File: src/rtl/vmove_pkg.sv
package vmove_pkg;
  parameter int VEC_W      = 512;
  parameter int LANE_W     = 32;
  parameter int NUM_LANES  = VEC_W / LANE_W;
  parameter int LANE_BYTES = LANE_W / 8;
  parameter int VEC_BYTES  = VEC_W / 8;
  parameter int MASK_W     = 16;

  typedef enum logic [1:0] {ENC_LEGACY = 2'd0, ENC_VEX = 2'd1, ENC_EVEX = 2'd2, ENC_RSVD = 2'd3} encClass_e;
  typedef enum logic [1:0] {FORM_REG = 2'd0, FORM_LOAD = 2'd1, FORM_STORE = 2'd2, FORM_RSVD = 2'd3} form_e;

  typedef struct packed {
    logic [NUM_LANES-1:0] laneCopy;
    logic [NUM_LANES-1:0] laneClear;
    logic                 regWrite;
    logic                 storeWrite;
    logic                 gpFault;
    logic                 udFault;
  } strobes_t;
endpackage

File: src/rtl/vmove_ctrl.sv
module vmove_ctrl
  import vmove_pkg::*;
#(
  parameter int ADDR_W = 48
) (
  input  logic              clk,
  input  logic              rstN,
  input  logic [MASK_W-1:0] writeMask,
  input  logic [1:0]        vlenSel,
  input  logic              elemWide,
  input  logic [1:0]        encClass,
  input  logic              zeroMask,
  input  logic [1:0]        opForm,
  input  logic [ADDR_W-1:0] memAddr,
  input  logic [3:0]        resField,
  output strobes_t          stb
);
  localparam int CNT_W = $clog2(NUM_LANES) + 1;

  logic                 isLegacy, isEvex, isMem, isStore, anyFault;
  logic [CNT_W-1:0]     vlLanes;
  logic [5:0]           alignMask;
  logic [NUM_LANES-1:0] inLen, selLane, copyRaw;

  always_comb begin
    isLegacy = (encClass == ENC_LEGACY);
    isEvex   = (encClass == ENC_EVEX);
    isStore  = (opForm == FORM_STORE);
    isMem    = (opForm == FORM_LOAD) || isStore;
    if (isLegacy || vlenSel == 2'd0) begin
      vlLanes   = CNT_W'(NUM_LANES / 4);
      alignMask = 6'h0F;
    end else if (vlenSel == 2'd1) begin
      vlLanes   = CNT_W'(NUM_LANES / 2);
      alignMask = 6'h1F;
    end else begin
      vlLanes   = CNT_W'(NUM_LANES);
      alignMask = 6'h3F;
    end
  end

  for (genvar c = 0; c < NUM_LANES; c++) begin : g_lane
    logic maskBit;
    assign maskBit    = elemWide ? writeMask[c/2] : writeMask[c];
    assign inLen[c]   = (CNT_W'(c) < vlLanes);
    assign selLane[c] = !isEvex || maskBit;
    assign copyRaw[c] = inLen[c] && selLane[c];
  end

  always_comb begin
    stb.gpFault = isMem && ((memAddr[5:0] & alignMask) != 6'd0);
    stb.udFault = (encClass == ENC_RSVD) || (opForm == FORM_RSVD) ||
                  (!isLegacy && resField != 4'hF);
    anyFault    = stb.gpFault || stb.udFault;
    stb.regWrite   = !anyFault && !isStore;
    stb.storeWrite = !anyFault && isStore;
    if (anyFault) begin
      stb.laneCopy  = '0;
      stb.laneClear = '0;
    end else if (isStore) begin
      stb.laneCopy  = copyRaw;
      stb.laneClear = ~copyRaw;
    end else begin
      stb.laneCopy  = copyRaw;
      stb.laneClear = (inLen & ~selLane & {NUM_LANES{isEvex && zeroMask}}) |
                      (~inLen & {NUM_LANES{!isLegacy}});
    end
  end

  assert_fault_no_lane_R10: assert property (@(posedge clk) disable iff (!rstN)
    (stb.gpFault || stb.udFault) |-> (stb.laneCopy == '0 && stb.laneClear == '0 &&
                                      !stb.regWrite && !stb.storeWrite));

  assert_copy_clear_excl_R3: assert property (@(posedge clk) disable iff (!rstN)
    (stb.laneCopy & stb.laneClear) == '0);

  assert_legacy_no_ud_R9: assert property (@(posedge clk) disable iff (!rstN)
    (encClass == ENC_LEGACY && opForm != FORM_RSVD) |-> !stb.udFault);

  assert_reg_no_gp_R8: assert property (@(posedge clk) disable iff (!rstN)
    (opForm == FORM_REG) |-> !stb.gpFault);

  for (genvar p = 0; p < NUM_LANES / 2; p++) begin : g_pair
    assert_wide_pairs_R2: assert property (@(posedge clk) disable iff (!rstN)
      (elemWide && isEvex) |-> (stb.laneCopy[2*p] == stb.laneCopy[2*p+1]));
  end
endmodule

File: src/rtl/vmove_datapath.sv
module vmove_datapath
  import vmove_pkg::*;
(
  input  logic                 clk,
  input  logic                 rstN,
  input  logic                 reqValid,
  input  logic [VEC_W-1:0]     srcVec,
  input  logic [VEC_W-1:0]     oldDst,
  input  strobes_t             stb,
  output logic                 rspValid,
  output logic [VEC_W-1:0]     newDst,
  output logic                 dstWrite,
  output logic [VEC_BYTES-1:0] storeByteEn,
  output logic                 gpFault,
  output logic                 udFault
);
  logic [VEC_W-1:0]     dstNext;
  logic [VEC_BYTES-1:0] byteEnNext;

  for (genvar c = 0; c < NUM_LANES; c++) begin : g_lane
    assign dstNext[c*LANE_W +: LANE_W] =
      stb.laneCopy[c]  ? srcVec[c*LANE_W +: LANE_W] :
      stb.laneClear[c] ? '0 : oldDst[c*LANE_W +: LANE_W];
    assign byteEnNext[c*LANE_BYTES +: LANE_BYTES] =
      {LANE_BYTES{stb.storeWrite && stb.laneCopy[c]}};
  end

  always_ff @(posedge clk) begin
    if (!rstN) begin
      rspValid    <= 1'b0;
      newDst      <= '0;
      dstWrite    <= 1'b0;
      storeByteEn <= '0;
      gpFault     <= 1'b0;
      udFault     <= 1'b0;
    end else begin
      rspValid <= reqValid;
      if (reqValid) begin
        newDst      <= dstNext;
        dstWrite    <= stb.regWrite;
        storeByteEn <= byteEnNext;
        gpFault     <= stb.gpFault;
        udFault     <= stb.udFault;
      end else begin
        dstWrite    <= 1'b0;
        storeByteEn <= '0;
        gpFault     <= 1'b0;
        udFault     <= 1'b0;
      end
    end
  end

  assert_latency_R1: assert property (@(posedge clk) disable iff (!rstN)
    reqValid |=> rspValid);

  assert_idle_quiet_R1: assert property (@(posedge clk) disable iff (!rstN)
    !reqValid |=> (!rspValid && !dstWrite && storeByteEn == '0 && $stable(newDst)));

  assert_fault_quiet_R10: assert property (@(posedge clk) disable iff (!rstN)
    (reqValid && (stb.gpFault || stb.udFault)) |=>
      (!dstWrite && storeByteEn == '0 && newDst == $past(oldDst)));

  assert_store_no_reg_R7: assert property (@(posedge clk) disable iff (!rstN)
    !(dstWrite && storeByteEn != '0));
endmodule

File: src/rtl/vec_move_unit.sv
module vec_move_unit
  import vmove_pkg::*;
#(
  parameter int ADDR_W = 48
) (
  input  logic                 clk,
  input  logic                 rstN,
  input  logic                 reqValid,
  input  logic [VEC_W-1:0]     srcVec,
  input  logic [VEC_W-1:0]     oldDst,
  input  logic [MASK_W-1:0]    writeMask,
  input  logic [1:0]           vlenSel,
  input  logic                 elemWide,
  input  logic [1:0]           encClass,
  input  logic                 zeroMask,
  input  logic [1:0]           opForm,
  input  logic [ADDR_W-1:0]    memAddr,
  input  logic [3:0]           resField,
  output logic                 rspValid,
  output logic [VEC_W-1:0]     newDst,
  output logic                 dstWrite,
  output logic [VEC_BYTES-1:0] storeByteEn,
  output logic                 gpFault,
  output logic                 udFault
);
  strobes_t stb;

  vmove_ctrl #(.ADDR_W(ADDR_W)) u_ctrl (
    .clk(clk), .rstN(rstN), .writeMask(writeMask), .vlenSel(vlenSel),
    .elemWide(elemWide), .encClass(encClass), .zeroMask(zeroMask),
    .opForm(opForm), .memAddr(memAddr), .resField(resField), .stb(stb)
  );

  vmove_datapath u_dp (
    .clk(clk), .rstN(rstN), .reqValid(reqValid), .srcVec(srcVec),
    .oldDst(oldDst), .stb(stb), .rspValid(rspValid), .newDst(newDst),
    .dstWrite(dstWrite), .storeByteEn(storeByteEn), .gpFault(gpFault),
    .udFault(udFault)
  );
endmodule

File: config.mk
export PLATFORM = sky130hd
export DESIGN_NAME = vec_move_unit
export DESIGN_NICKNAME = d
export VERILOG_FILES = /design/src/rtl/vmove_pkg.sv /design/src/rtl/vmove_ctrl.sv /design/src/rtl/vmove_datapath.sv /design/src/rtl/vec_move_unit.sv
export SDC_FILE = /design/constraint.sdc
export NUM_CORES = 2
export LEC_CHECK = 0
export BUFFER_PORTS_ARGS = -buffer_cell sky130_fd_sc_hd__buf_2
export CORE_AREA = 3 3 652 654
export DETAILED_ROUTE_END_ITERATION = 8
export DIE_AREA = 0 0 655 657
export PLACE_DENSITY_LB_ADDON = 0.15
export SLEW_MARGIN = 30
export SYNTH_ARGS = -nofsm -noshare
export SYNTH_HDL_FRONTEND = slang
export SYNTH_SLANG_ARGS = --single-unit
File: constraint.sdc
create_clock -name clk -period 2.6 [get_ports clk]
set_clock_uncertainty 0.1 [all_clocks]
set_input_delay 0.52 -clock clk [delete_from_list [all_inputs] [get_ports clk]]
set_output_delay 0.52 -clock clk [all_outputs]
set_load 0.01 [all_outputs]
==> impl_results.md <==
* Status: complete, no violations
* CTS max path bufs at 4
* HP Class: input pin to register
* Power per cell area at 528 mW/mm^2
* Number of port buffers at 1640
* Fin crit period at 2.52 ns
* Inserted Clock Buffers at 90
* Core area at 0.420 sq mm
* Vias in the first global route at roughly 35k
* Area growth, synth to finish at 130%
* Worst reg2reg path depth at 2
* Initial antenna violation count at 290
* Syn Area/Cell at 8.15 sq um
* CTS tree: done
* RSZ-0062 raised after global routing: no
* GPL Wtd Cong at 0.874
* Vias at 34.8k
* Top Ports at roughly 1.7k
* Initial Utilization at 0.0549
* Gate Count Post-Synth at roughly 2.8k
* Dpl cells at 9880
* Largest net degree at the start of global routing at 225
* Number of enable flip-flop cells after synthesis at 0
* Gr usage total at 0.140
* Global-route wire length before repair at 394000 um
* Switch share at 0.325
* Slew HR at 0.369
* Die height at around 660 um
* Final setup viols at 0
* Sw Pwr at just over 9 mW
* Post-synth top flop: dfxtp_1
* ANT nets after route at 0
* Clk pwr share at 0.447
* Startpoint Class: input pin
* Max Cap Viol at 0
* Final Hold Fails at 0
* DRC at 0
* Layout cell share with drive strength beyond 1 at 0.370
* Fin. max-slew vios at 0
* Setup CP Type: input pin to register
* Synth cell types at 43
* DR WL/cell at ~28 um
* DRT iter0 DRCs at 1823
* First-pass DRT Iterations at 5
* Hold path depth at 3
* Mapped cell area at around 0.023 sq mm
* CP required at 3.18 ns
* Final cell count without fillers at between 10k and 15k
* Post-synthesis sequential area ratio at 0.462
* Root Buffer: clkbuf_16
* Worst IR Drop VDD at 0.432 mV
* Chip width at about 660 um
* CP Max Fanout at 16
* Row count at 238
* Fmax at 0.397 GHz
* Clock slew at reported path FFs at roughly 0.060 ns
* P_int at 18.9 mW
* Post-CTS Setup Inserts at 0
* Critical path endpoint category: register
* Worst skew pair latency at 0.79 ns
* Synth async-reset ratio at 0
* CTS HTree Levels at 3
* Seq cells post-synth at 532
* Pin slew with the least headroom to its limit at 0.946 ns
* Leak Pwr at 21.7 nW
* Comb power frac at 0.229
* Synth warnings at 0
* Mapped Nets at 3934
* Seq pwr share at 0.324
* Fin nets at 6572
* Hpwl dp at 271000 um
* Area of the die at 0.430 sq mm
* Final Core Density at 0.126
* Via density at 3.13
* Final worst path period share at 0.968
* Critical Path AT at 3.10 ns
* Total congestion overflow at 0
* DRT Wirelength at roughly 310000 um
* Clock Sinks at between 500 and 600
==> cells by family after synthesis <==
family,after synthesis,share of synthesized area
compound gates,998,0.270
simple gates,922,0.185
flops,532,0.462
buf+inv,340,0.0667
mux,35,0.0152
fa+ha+maj,2,0.00109
==> flip-flops by register name (all words and copies together), names as in the netlist <==
register          cells
u_dp.newDst         512
u_dp.dstWrite         1
u_dp.udFault          1
u_dp.rspValid         1
u_dp.storeByteEn     16
u_dp.gpFault          1
==> worst max-delay path: stages <==
cell       delay (ns)
buf_2            0.11
nor4_4           0.70
buf_12           0.19
a31oi_4          0.11
buf_12           0.17
or4_4            0.62
bufbuf_16        0.35
mux2i_1          0.20
o21ai_1          0.07
==> layout by cell type (no fill, tap or decap), drive strengths merged, types with 8 or more instances in the layout <==
master,instances
clkbuf,116
o21ai,483
nand4,132
dlygate4sd3,1013
o211ai,129
clkinv,18
o31ai,8
a221o,96
or4,10
dfxtp,532
nor2b,16
mux2i,34
a31oi,261
and2,102
nor4,9
nor2,18
diode,69
buf,1869
nand2,615
==> worst paths after layout <==
check	start	end	slack, ns
min reg2reg	u_dp.newDst[6]	u_dp.newDst[6]	0.35
min	srcVec[417]	u_dp.newDst[417]	0.04
max reg2reg	u_dp.newDst[62]	u_dp.newDst[62]	1.54
max	memAddr[2]	u_dp.newDst[19]	0.08
==> metrics by stage <==
stage	TNS (ns)	power, mW	setup WS, ns	hold slack (ns)	cell area [sq um]
detailed placement	-369.75	14.1	-1.09	0.342	39700
global placement	-639.29	14.1	-1.64	0.351	39700
finish	0	28.0	0.0840	0.0375	52900
global route	0	29.4	0.0411	0.0125	52800
CTS	0	29.0	0.0209	0.000516	52700
floorplan	0	10.7	0.163	0.373	23100
==> synthesized netlist by cell type, types with 3 or more instances <==
master / number / area (sq um)
buf_6: 3 / 33.8
mux2i_1: 34 / 340
nand3_1: 4 / 20.0
buf_2: 47 / 235
a211o_1: 4 / 35.0
o21ai_1: 30 / 150
a221o_1: 96 / 961
o211ai_1: 129 / 968
buf_1: 6 / 22.5
a31oi_1: 260 / 1630
nor2_1: 18 / 67.6
dfxtp_1: 532 / 10700
nor2b_1: 16 / 100
nor3_1: 4 / 20.0
nand2_1: 615 / 2310
o21ai_0: 453 / 2270
clkbuf_1: 233 / 875
o31ai_1: 8 / 60.1
a21oi_1: 5 / 25.0
and3_1: 6 / 37.5
o21bai_1: 4 / 30.0
nor4_2: 9 / 113
and2_1: 102 / 638
buf_4: 48 / 360
nand4_1: 132 / 826
or4_1: 10 / 75.1
==> repair_timing <==
| action | CTS | global route |
|---|---|---|
| resized for setup | 2 | 0 |
| hold buffers | 1013 | 0 |
| hold endpoints to repair | 513 | 0 |
| endpoints found under the setup margin | 23 | 0 |
==> metal layers <==
layer	global-route usage	routed length, um	vias up
li1	-	-	15600
met1	0.169	130000	16900
met2	0.250	156000	1671
met3	0.0375	21900	502
met4	0.0209	6060	104
met5	0	684	-
==> power by group through the flow <==
stage,clock network [mW],registers (mW),logic (mW)
final,12.5,9.05,6.41
after global routing,13.4,9.11,6.91
after CTS,13.2,9.05,6.68
after detailed placement,0,9.22,4.92
after global placement,0,9.21,4.93
after floorplan,0,9.43,1.30
==> layout make-up <==
class / count / area (sq um)
repair buffers: 2883 / 21200
flip-flops and latches: 532 / 10700
diodes: 69 / 173
fillers: 48800 / 367000
multi-input cells: 1957 / 11100
clock buffers: 116 / 2480
clock inverters: 32 / 378
inverters: 3 / 16.3
well taps: 5520 / 6910
Power figures use the tool's default switching activity.
